===== src/rtl/rcfl_pkg.sv =====
package rcfl_pkg;
  typedef enum logic [1:0] {
    LK_IDLE  = 2'd0,
    LK_FRESH = 2'd1,
    LK_ELIM  = 2'd2
  } lane_kind_e;
endpackage


===== src/rtl/rcfl_refcnt.sv =====
module rcfl_refcnt #(
  parameter int NUM_PREGS = 64,
  parameter int NUM_ARCH  = 32,
  parameter int LANES     = 2,
  parameter int CNT_W     = 2,
  localparam int PW = $clog2(NUM_PREGS),
  localparam int LW = $clog2(LANES + 1),
  localparam int SW = CNT_W + LW + 1
) (
  input  logic                          clk,
  input  logic                          rst_n,
  input  logic [LANES-1:0]              inc_v,
  input  logic [LANES-1:0][PW-1:0]      inc_preg,
  input  logic [LANES-1:0]              dec_v,
  input  logic [LANES-1:0][PW-1:0]      dec_preg,
  output logic [NUM_PREGS-1:0][CNT_W-1:0] cnt_q,
  output logic [LANES-1:0]              push_v,
  output logic [LANES-1:0][PW-1:0]      push_preg
);
  localparam int CMAX = (1 << CNT_W) - 1;

  logic [NUM_PREGS-1:0][LW-1:0]    inc_n, dec_n;
  logic [NUM_PREGS-1:0][CNT_W-1:0] cnt_d;
  logic [NUM_PREGS-1:0]            cnt_en;

  // per-register adder across lanes
  always_comb begin
    for (int r = 0; r < NUM_PREGS; r++) begin
      inc_n[r] = '0;
      dec_n[r] = '0;
      for (int k = 0; k < LANES; k++) begin
        if (inc_v[k] && inc_preg[k] == PW'(r)) inc_n[r] = inc_n[r] + LW'(1);
        if (dec_v[k] && dec_preg[k] == PW'(r) && r != 0) dec_n[r] = dec_n[r] + LW'(1);
      end
      cnt_d[r]  = CNT_W'(SW'(cnt_q[r]) + SW'(inc_n[r]) - SW'(dec_n[r]));
      cnt_en[r] = (inc_n[r] != '0) || (dec_n[r] != '0);
    end
  end

  // a register is pushed once, by the lowest lane naming it, when it hits zero
  always_comb begin
    for (int k = 0; k < LANES; k++) begin
      logic first;
      first = 1'b1;
      for (int j = 0; j < k; j++)
        if (dec_v[j] && dec_preg[j] == dec_preg[k]) first = 1'b0;
      push_v[k]    = dec_v[k] && (dec_preg[k] != '0) && first && (dec_n[dec_preg[k]] != '0)
                     && (cnt_d[dec_preg[k]] == '0);
      push_preg[k] = dec_preg[k];
    end
  end

  for (genvar r = 0; r < NUM_PREGS; r++) begin : g_cnt
    always_ff @(posedge clk or negedge rst_n) begin
      if (!rst_n)         cnt_q[r] <= (r < NUM_ARCH) ? CNT_W'(1) : '0;
      else if (cnt_en[r]) cnt_q[r] <= cnt_d[r];
    end

    p_no_overflow_r3: assert property (@(posedge clk) disable iff (!rst_n)
      (SW'(cnt_q[r]) + SW'(inc_n[r])) <= SW'(CMAX));
  end

  for (genvar k = 0; k < LANES; k++) begin : g_rel_chk
    p_no_underflow_r8: assert property (@(posedge clk) disable iff (!rst_n)
      (dec_v[k] && dec_preg[k] != '0) |-> (cnt_q[dec_preg[k]] != '0));
    for (genvar j = 0; j < k; j++) begin : g_pair
      p_single_push_r9: assert property (@(posedge clk) disable iff (!rst_n)
        (push_v[j] && push_v[k]) |-> (push_preg[j] != push_preg[k]));
    end
  end
endmodule


===== src/rtl/rcfl_queue.sv =====
module rcfl_queue #(
  parameter int NUM_PREGS = 64,
  parameter int NUM_ARCH  = 32,
  parameter int LANES     = 2,
  localparam int PW = $clog2(NUM_PREGS),
  localparam int QW = PW + 1,
  localparam int LW = $clog2(LANES + 1)
) (
  input  logic                     clk,
  input  logic                     rst_n,
  input  logic [LW-1:0]            pop_n,
  input  logic [LANES-1:0]         push_v,
  input  logic [LANES-1:0][PW-1:0] push_preg,
  input  logic                     rewind,
  input  logic [QW-1:0]            rewind_ptr,
  output logic [LANES-1:0][PW-1:0] rd_preg,
  output logic [QW-1:0]            free_n
);
  localparam int INIT_FREE = NUM_PREGS - NUM_ARCH;

  logic [NUM_PREGS-1:0][PW-1:0] mem_q, mem_d;
  logic [NUM_PREGS-1:0]         mem_we;
  logic [QW-1:0]                head_q, head_d, tail_q, tail_d;
  logic                         head_en, tail_en;

  always_comb begin
    for (int k = 0; k < LANES; k++)
      rd_preg[k] = mem_q[head_q[PW-1:0] + PW'(k)];
  end

  assign free_n = tail_q - head_q;

  // compact the push lanes onto consecutive tail slots
  always_comb begin
    logic [LW-1:0] slot;
    slot   = '0;
    mem_we = '0;
    mem_d  = mem_q;
    for (int k = 0; k < LANES; k++) begin
      if (push_v[k]) begin
        mem_we[tail_q[PW-1:0] + PW'(slot)] = 1'b1;
        mem_d[tail_q[PW-1:0] + PW'(slot)]  = push_preg[k];
        slot = slot + LW'(1);
      end
    end
    tail_d  = tail_q + QW'(slot);
    tail_en = (slot != '0);
    head_d  = rewind ? rewind_ptr : head_q + QW'(pop_n);
    head_en = rewind || (pop_n != '0);
  end

  always_ff @(posedge clk or negedge rst_n) begin
    if (!rst_n) begin
      head_q <= '0;
      tail_q <= QW'(INIT_FREE);
    end else begin
      if (head_en) head_q <= head_d;
      if (tail_en) tail_q <= tail_d;
    end
  end

  for (genvar i = 0; i < NUM_PREGS; i++) begin : g_mem
    always_ff @(posedge clk or negedge rst_n) begin
      if (!rst_n)         mem_q[i] <= (i < INIT_FREE) ? PW'(NUM_ARCH + i) : '0;
      else if (mem_we[i]) mem_q[i] <= mem_d[i];
    end
  end

  p_pop_covered_r6: assert property (@(posedge clk) disable iff (!rst_n)
    !rewind |-> (QW'(pop_n) <= free_n));
  p_free_bound_r11: assert property (@(posedge clk) disable iff (!rst_n)
    free_n <= QW'(NUM_PREGS - 1));
endmodule


===== src/rtl/rcfl_lane_ctl.sv =====
module rcfl_lane_ctl
  import rcfl_pkg::*;
#(
  parameter int NUM_PREGS = 64,
  parameter int LANES     = 2,
  parameter int CNT_W     = 2,
  parameter int ARCH_W    = 5,
  localparam int PW = $clog2(NUM_PREGS),
  localparam int QW = PW + 1,
  localparam int LW = $clog2(LANES + 1),
  localparam int SW = CNT_W + LW + 1
) (
  input  logic                             clk,
  input  logic                             rst_n,
  input  logic [LANES-1:0]                 req,
  input  logic [LANES-1:0]                 is_move,
  input  logic [LANES-1:0][ARCH_W-1:0]     arch_src,
  input  logic [LANES-1:0][ARCH_W-1:0]     arch_dst,
  input  logic [LANES-1:0][PW-1:0]         psrc,
  input  logic [NUM_PREGS-1:0][CNT_W-1:0]  cnt_q,
  input  logic [LANES-1:0][PW-1:0]         rd_preg,
  input  logic [QW-1:0]                    free_n,
  input  logic                             redirect,
  output logic [LANES-1:0]                 grant,
  output logic [LANES-1:0]                 elim,
  output logic [LANES-1:0][PW-1:0]         preg,
  output logic [LW-1:0]                    pop_n
);
  localparam int CMAX = (1 << CNT_W) - 1;

  lane_kind_e [LANES-1:0]       kind;
  logic [LANES-1:0][LW-1:0]     slot;
  logic [LW-1:0]                n_fresh;
  logic                         fresh_ok;

  always_comb begin
    n_fresh = '0;
    for (int k = 0; k < LANES; k++) begin
      logic [LW-1:0] prior;
      prior   = '0;
      kind[k] = LK_IDLE;
      slot[k] = '0;
      for (int j = 0; j < k; j++)
        if (kind[j] == LK_ELIM && psrc[j] == psrc[k]) prior = prior + LW'(1);
      if (req[k]) begin
        if (is_move[k] && arch_src[k] != arch_dst[k] &&
            (SW'(cnt_q[psrc[k]]) + SW'(prior)) < SW'(CMAX)) begin
          kind[k] = LK_ELIM;
        end else begin
          kind[k] = LK_FRESH;
          slot[k] = n_fresh;
          n_fresh = n_fresh + LW'(1);
        end
      end
    end
    fresh_ok = !redirect && (QW'(n_fresh) <= free_n);
    pop_n    = fresh_ok ? n_fresh : '0;
    for (int k = 0; k < LANES; k++) begin
      grant[k] = !redirect && ((kind[k] == LK_ELIM) || (kind[k] == LK_FRESH && fresh_ok));
      elim[k]  = grant[k] && (kind[k] == LK_ELIM);
      preg[k]  = (kind[k] == LK_ELIM) ? psrc[k] : rd_preg[slot[k]];
    end
  end

  for (genvar k = 0; k < LANES; k++) begin : g_chk
    p_same_arch_fresh_r4: assert property (@(posedge clk) disable iff (!rst_n)
      (req[k] && arch_src[k] == arch_dst[k]) |-> !elim[k]);
  end
endmodule


===== src/rtl/rcfl_freelist.sv =====
module rcfl_freelist #(
  parameter int NUM_PREGS = 64,
  parameter int NUM_ARCH  = 32,
  parameter int LANES     = 2,
  parameter int CNT_W     = 2,
  parameter int ARCH_W    = 5,
  localparam int PW = $clog2(NUM_PREGS),
  localparam int QW = PW + 1,
  localparam int LW = $clog2(LANES + 1)
) (
  input  logic                         clk,
  input  logic                         rst_n,
  input  logic [LANES-1:0]             alloc_req,
  input  logic [LANES-1:0]             alloc_move,
  input  logic [LANES-1:0][ARCH_W-1:0] alloc_arch_src,
  input  logic [LANES-1:0][ARCH_W-1:0] alloc_arch_dst,
  input  logic [LANES-1:0][PW-1:0]     alloc_psrc,
  output logic [LANES-1:0]             alloc_grant,
  output logic [LANES-1:0]             alloc_elim,
  output logic [LANES-1:0][PW-1:0]     alloc_preg,
  input  logic [LANES-1:0]             rel_valid,
  input  logic [LANES-1:0][PW-1:0]     rel_preg,
  input  logic                         redirect,
  input  logic [QW-1:0]                redirect_head,
  output logic [QW-1:0]                free_count
);
  logic [NUM_PREGS-1:0][CNT_W-1:0] cnt_q;
  logic [LANES-1:0]                push_v;
  logic [LANES-1:0][PW-1:0]        push_preg;
  logic [LANES-1:0][PW-1:0]        rd_preg;
  logic [LW-1:0]                   pop_n;

  rcfl_lane_ctl #(.NUM_PREGS(NUM_PREGS), .LANES(LANES), .CNT_W(CNT_W), .ARCH_W(ARCH_W)) u_ctl (
    .clk(clk), .rst_n(rst_n),
    .req(alloc_req), .is_move(alloc_move), .arch_src(alloc_arch_src), .arch_dst(alloc_arch_dst),
    .psrc(alloc_psrc), .cnt_q(cnt_q), .rd_preg(rd_preg), .free_n(free_count),
    .redirect(redirect), .grant(alloc_grant), .elim(alloc_elim), .preg(alloc_preg), .pop_n(pop_n)
  );

  rcfl_refcnt #(.NUM_PREGS(NUM_PREGS), .NUM_ARCH(NUM_ARCH), .LANES(LANES), .CNT_W(CNT_W)) u_cnt (
    .clk(clk), .rst_n(rst_n),
    .inc_v(alloc_grant), .inc_preg(alloc_preg),
    .dec_v(rel_valid), .dec_preg(rel_preg),
    .cnt_q(cnt_q), .push_v(push_v), .push_preg(push_preg)
  );

  rcfl_queue #(.NUM_PREGS(NUM_PREGS), .NUM_ARCH(NUM_ARCH), .LANES(LANES)) u_q (
    .clk(clk), .rst_n(rst_n),
    .pop_n(pop_n), .push_v(push_v), .push_preg(push_preg),
    .rewind(redirect), .rewind_ptr(redirect_head),
    .rd_preg(rd_preg), .free_n(free_count)
  );

  p_redirect_quiet_r7: assert property (@(posedge clk) disable iff (!rst_n)
    redirect |-> (alloc_grant == '0));

  for (genvar k = 0; k < LANES; k++) begin : g_chk
    p_elim_reuses_src_r3: assert property (@(posedge clk) disable iff (!rst_n)
      alloc_elim[k] |-> (alloc_grant[k] && alloc_preg[k] == alloc_psrc[k]));
  end
endmodule


===== config.mk =====
export PLATFORM = sky130hd
export DESIGN_NAME = rcfl_freelist
export DESIGN_NICKNAME = d
export VERILOG_FILES = /design/src/rtl/rcfl_pkg.sv /design/src/rtl/rcfl_refcnt.sv /design/src/rtl/rcfl_queue.sv /design/src/rtl/rcfl_lane_ctl.sv /design/src/rtl/rcfl_freelist.sv
export SDC_FILE = /design/constraint.sdc
export NUM_CORES = 2
export LEC_CHECK = 0
export BUFFER_PORTS_ARGS = -buffer_cell sky130_fd_sc_hd__buf_4
export CAP_MARGIN = 20
export CELL_PAD_IN_SITES_DETAIL_PLACEMENT = 1
export CELL_PAD_IN_SITES_GLOBAL_PLACEMENT = 2
export CORE_MARGIN = 1.5
export CORE_UTILIZATION = 44
export CTS_BUF_LIST = sky130_fd_sc_hd__clkbuf_8
export DETAILED_ROUTE_END_ITERATION = 8
export PLACE_DENSITY = 0.85
export SLEW_MARGIN = 5
export SYNTH_ARGS = -nofsm -noshare
export SYNTH_HDL_FRONTEND = slang
export SYNTH_SLANG_ARGS = --single-unit

===== constraint.sdc =====
create_clock -name clk -period 13.7 [get_ports clk]
set_input_delay 2.74 -clock clk [delete_from_list [all_inputs] [get_ports clk]]
set_output_delay 2.74 -clock clk [all_outputs]
set_load 0.02 [all_outputs]

==> results.yml <==
run_status:
  outcome: "completed"
floorplanning:
  die_w_microns: 344.9
  row_count: 125
  core_area_sq_um: 116000
  io-pin-count: 83
  die-area_sq_um: 118900
  die_h_microns: 344.9
  start_util_pct: 44.31
route:
  dr.first_iter.drc_count: 5085
  dr.pass1.iters: 8
  wirelength_microns: 244100
  route.vias.total: 45570
  vias_per_cell: 6.829
  antenna_left: 0
  drc_errors: 0
  wire_per_inst_microns: 36.59
synthesis:
  synth_edf_count: 0
  yosys_register_bits: 526
  syn_area_per_cell_sq_um: 10.24
  ys.warnings.count: 0
  ys_types: 87
  synth_area_sq_um: 51430
  synth_ff_type: "dfrtp_1"
  synth.area.top_cells: "dfrtp_1 19%, mux4_2 14%, mux2_2 11%, ha_1 9.8%, dfstp_2 7.4%"
  synthesis.nets: 5488
  synth_largest_area_cell: "dfrtp_1"
  ys_seq_area_share_pct: 25.95
  synth_top_area_share_pct: 18.54
  postSynth.asyncResetShare_pct: 100.0
  syn_inst: 5024
cells_and_area:
  area_growth_pct: 10.45
  drive_above_1_share_pct: 30.82
  nets: 5522
  finalNonFillerCells: 6673
  mostFrequentLayoutCell: "nand2_1"
  final_cell_mix: "562 x nand2_1, 487 x mux2_2, 400 x ha_1"
  fillers: 12730
worst_setup_path:
  cp_slowest_cell: "and2_1"
  worstSetupPathType: "input port to flip-flop"
  r2r-start: "u_cnt.cnt_q[69]$_DFFE_PN0P_"
  arrival_ns: 14.28
  cp-start-kind: "input port"
  worstRegToRegCells: 40
  worstPathMaxFanout: 17
  cp_common_cell: "ha_1"
  crit_end: "u_q.mem_q[12]$_DFFE_PN0P_"
  crit_path_start: "alloc_psrc[1]"
  crit_required_ns: 14.44
  r2r-end: "u_q.mem_q[12]$_DFFE_PN0P_"
  ff2ff_setup_slack_ns: 2.02
  crit_path_end_kind: "flip-flop"
  critPathMaxStageDelay_ns: 0.71
sta:
  timing_hold_violations_final: 0
  drv_slew: 0
  clock.fmax_mhz: 73.86
  relSlewSlack_pct: 3.495
  setup_viol: 0
  rsz0062_at_grt: "false"
  worst_slew_pin_slew_ns: 1.442
  post-route-min-period_ns: 13.54
  fin_crit_sh_pct: 98.83
  layout_setup_ws_ns: 0.1601
  finClkSkew_ns: 0.07456
grt:
  overflow: 0
  first_global_vias: 46310
  grt_pass1_wl_microns: 346700
  grt_max_degree: 163
  grt_usage_pct: 40.78
  antenna_found_initial: 13
power:
  leakage_uw: 0.02675
  peakVddDrop_v: 0.0001533
  power.density_nw_per_um2: 108.6
place:
  dp_slack_ns: -1.027
  globalplace.congestion: 1.047
  dp_hpwl_microns: 176400
  port_buffers: 82
  dp.cells: 6474
clock_network:
  worstSkewPairLatency_ns: 0.87
  clkSinkCount: 526
  cts_tree: "done"
  clk_path_buf_depth: 3
  ctsHoldBuffers: 0
  root_buffer: "clkbuf_8"
  cts_made_buffers: 103
  h-tree-depth: 3
  clkSlewWorstSetupHoldPaths_ns: 0.06
worst_hold_path:
  worstHoldPathType: "flip-flop to flip-flop"
  holdPathStages: 1
run:
  cap_violations: 0
[cells in the mapped netlist (all sizes together), types with 12 or more instances]
master   number
o32ai        15
o211ai       14
xnor3        57
nand3       151
nor3         98
dfstp       145
and3         61
a31oi        65
or2          13
clkbuf      277
mux2i       237
nand4        45
a221oi       19
o22ai        14
dfrtp       381
o21ai       136
mux4        327
xor2         67
nor2b        35
ha          401
buf         147
mux2        512
nand2       562
xnor2       183
o2bb2ai      45
nor2        202
and2         38
nor4b        12
a22o         14
inv         311
a21oi        58
nor4         92
or3          86
a22oi        30
nand2b       18
a211oi       24
[where the power goes]
group | leakage (uW) | switching (uW) | total [uW] | internal, uW
clock | 0.00129 | 840 | 1800 | 962
combinational | 0.0189 | 1480 | 2350 | 871
sequential | 0.00657 | 244 | 2010 | 1770
total | 0.0268 | 2570 | 6170 | 3600
[kinds of logic after synthesis]
kind of cell,Yosys count,share of synthesized area (%)
and+or+nand+nor,1456,14.34
muxes,1076,30.33
buffers and inverters,742,5.878
DFF,526,25.95
AOI/OAI and AO/OA,511,6.790
adders and majority gates,404,9.873
xor gates and xnor gates,309,6.846
[state kept, by name, summed over array words and instances (netlist names)]
name	count
u_q.head_q	7
u_cnt.cnt_q	128
u_q.tail_q	7
u_q.mem_q	384
[area by class of cell]
| type | instances | area [sq um] | share of cell area [%] |
|---|---|---|---|
| Inverter | 318 | 1197 | 2.108 |
| Clock buffer | 135 | 1858 | 3.271 |
| Sequential cell | 526 | 13360 | 23.51 |
| Clock inverter | 58 | 390.4 | 0.6873 |
| Tap cell | 1524 | 1907 | 3.357 |
| Multi-Input combinational cell | 3756 | 35180 | 61.94 |
| Antenna cell | 3 | 7.507 | 0.01322 |
| Timing Repair Buffer | 353 | 2904 | 5.113 |
[per-stage QoR]
| stage | utilization (%) | hold WS [ns] | power, uW | setup TNS, ns | cell area (sq um) |
|---|---|---|---|---|---|
| 2_1_floorplan | - | 0.4617 | 3276 | 0 | 51430 |
| 3_3_place_gp | 46.96 | 0.4775 | 4244 | -222.54 | 54500 |
| 3_5_place_dp | 46.96 | 0.4931 | 4293 | -260.32 | 54500 |
| 4_1_cts | 48.90 | 0.5007 | 6109 | 0 | 56750 |
| 5_1_grt | 48.94 | 0.5090 | 6332 | 0 | 56800 |
| 6_report | 48.95 | 0.4966 | 6166 | 0 | 56800 |
[layer usage]
metal / part of all wire [%] / up-vias / track usage, %
li1: - / 18380 / -
met1: 37 / 23420 / 49.37
met2: 44 / 2821 / 62.59
met3: 9.5 / 931 / 10.11
met4: 9.1 / 16 / 31.07
met5: 0.052 / - / 0
[worst max-delay path: cells and delay by family]
family / cells / cell delay [ns]
mux: 2 / 0.83
xor+xnor: 2 / 0.71
simple gates: 13 / 3.77
compound gates: 9 / 3.15
buf+inv: 8 / 1.52
fa+ha+maj: 7 / 1.49
[what timing repair did]
item,4_1_cts,5_1_grt
endpoints found under the setup margin,28,317
gates resized for setup,1,3
endpoints found under the hold margin,0,0
pin swaps,0,2
setup buffers,0,1
[how the worst min path moves through the flow]
stage | from | endpoint | slack (ns)
after floorplan | u_q.tail_q[6]$_DFFE_PN0P_ | u_q.tail_q[6]$_DFFE_PN0P_ | 0.46
after global placement | u_q.tail_q[6]$_DFFE_PN0P_ | u_q.tail_q[6]$_DFFE_PN0P_ | 0.48
after detailed placement | u_q.tail_q[6]$_DFFE_PN0P_ | u_q.tail_q[6]$_DFFE_PN0P_ | 0.49
after CTS | u_q.tail_q[6]$_DFFE_PN0P_ | u_q.tail_q[6]$_DFFE_PN0P_ | 0.50
after global routing | u_q.tail_q[6]$_DFFE_PN0P_ | u_q.tail_q[6]$_DFFE_PN0P_ | 0.51
final | u_q.tail_q[6]$_DFFE_PN0P_ | u_q.tail_q[6]$_DFFE_PN0P_ | 0.50
No activity file was read; power rests on OpenSTA's default activity.
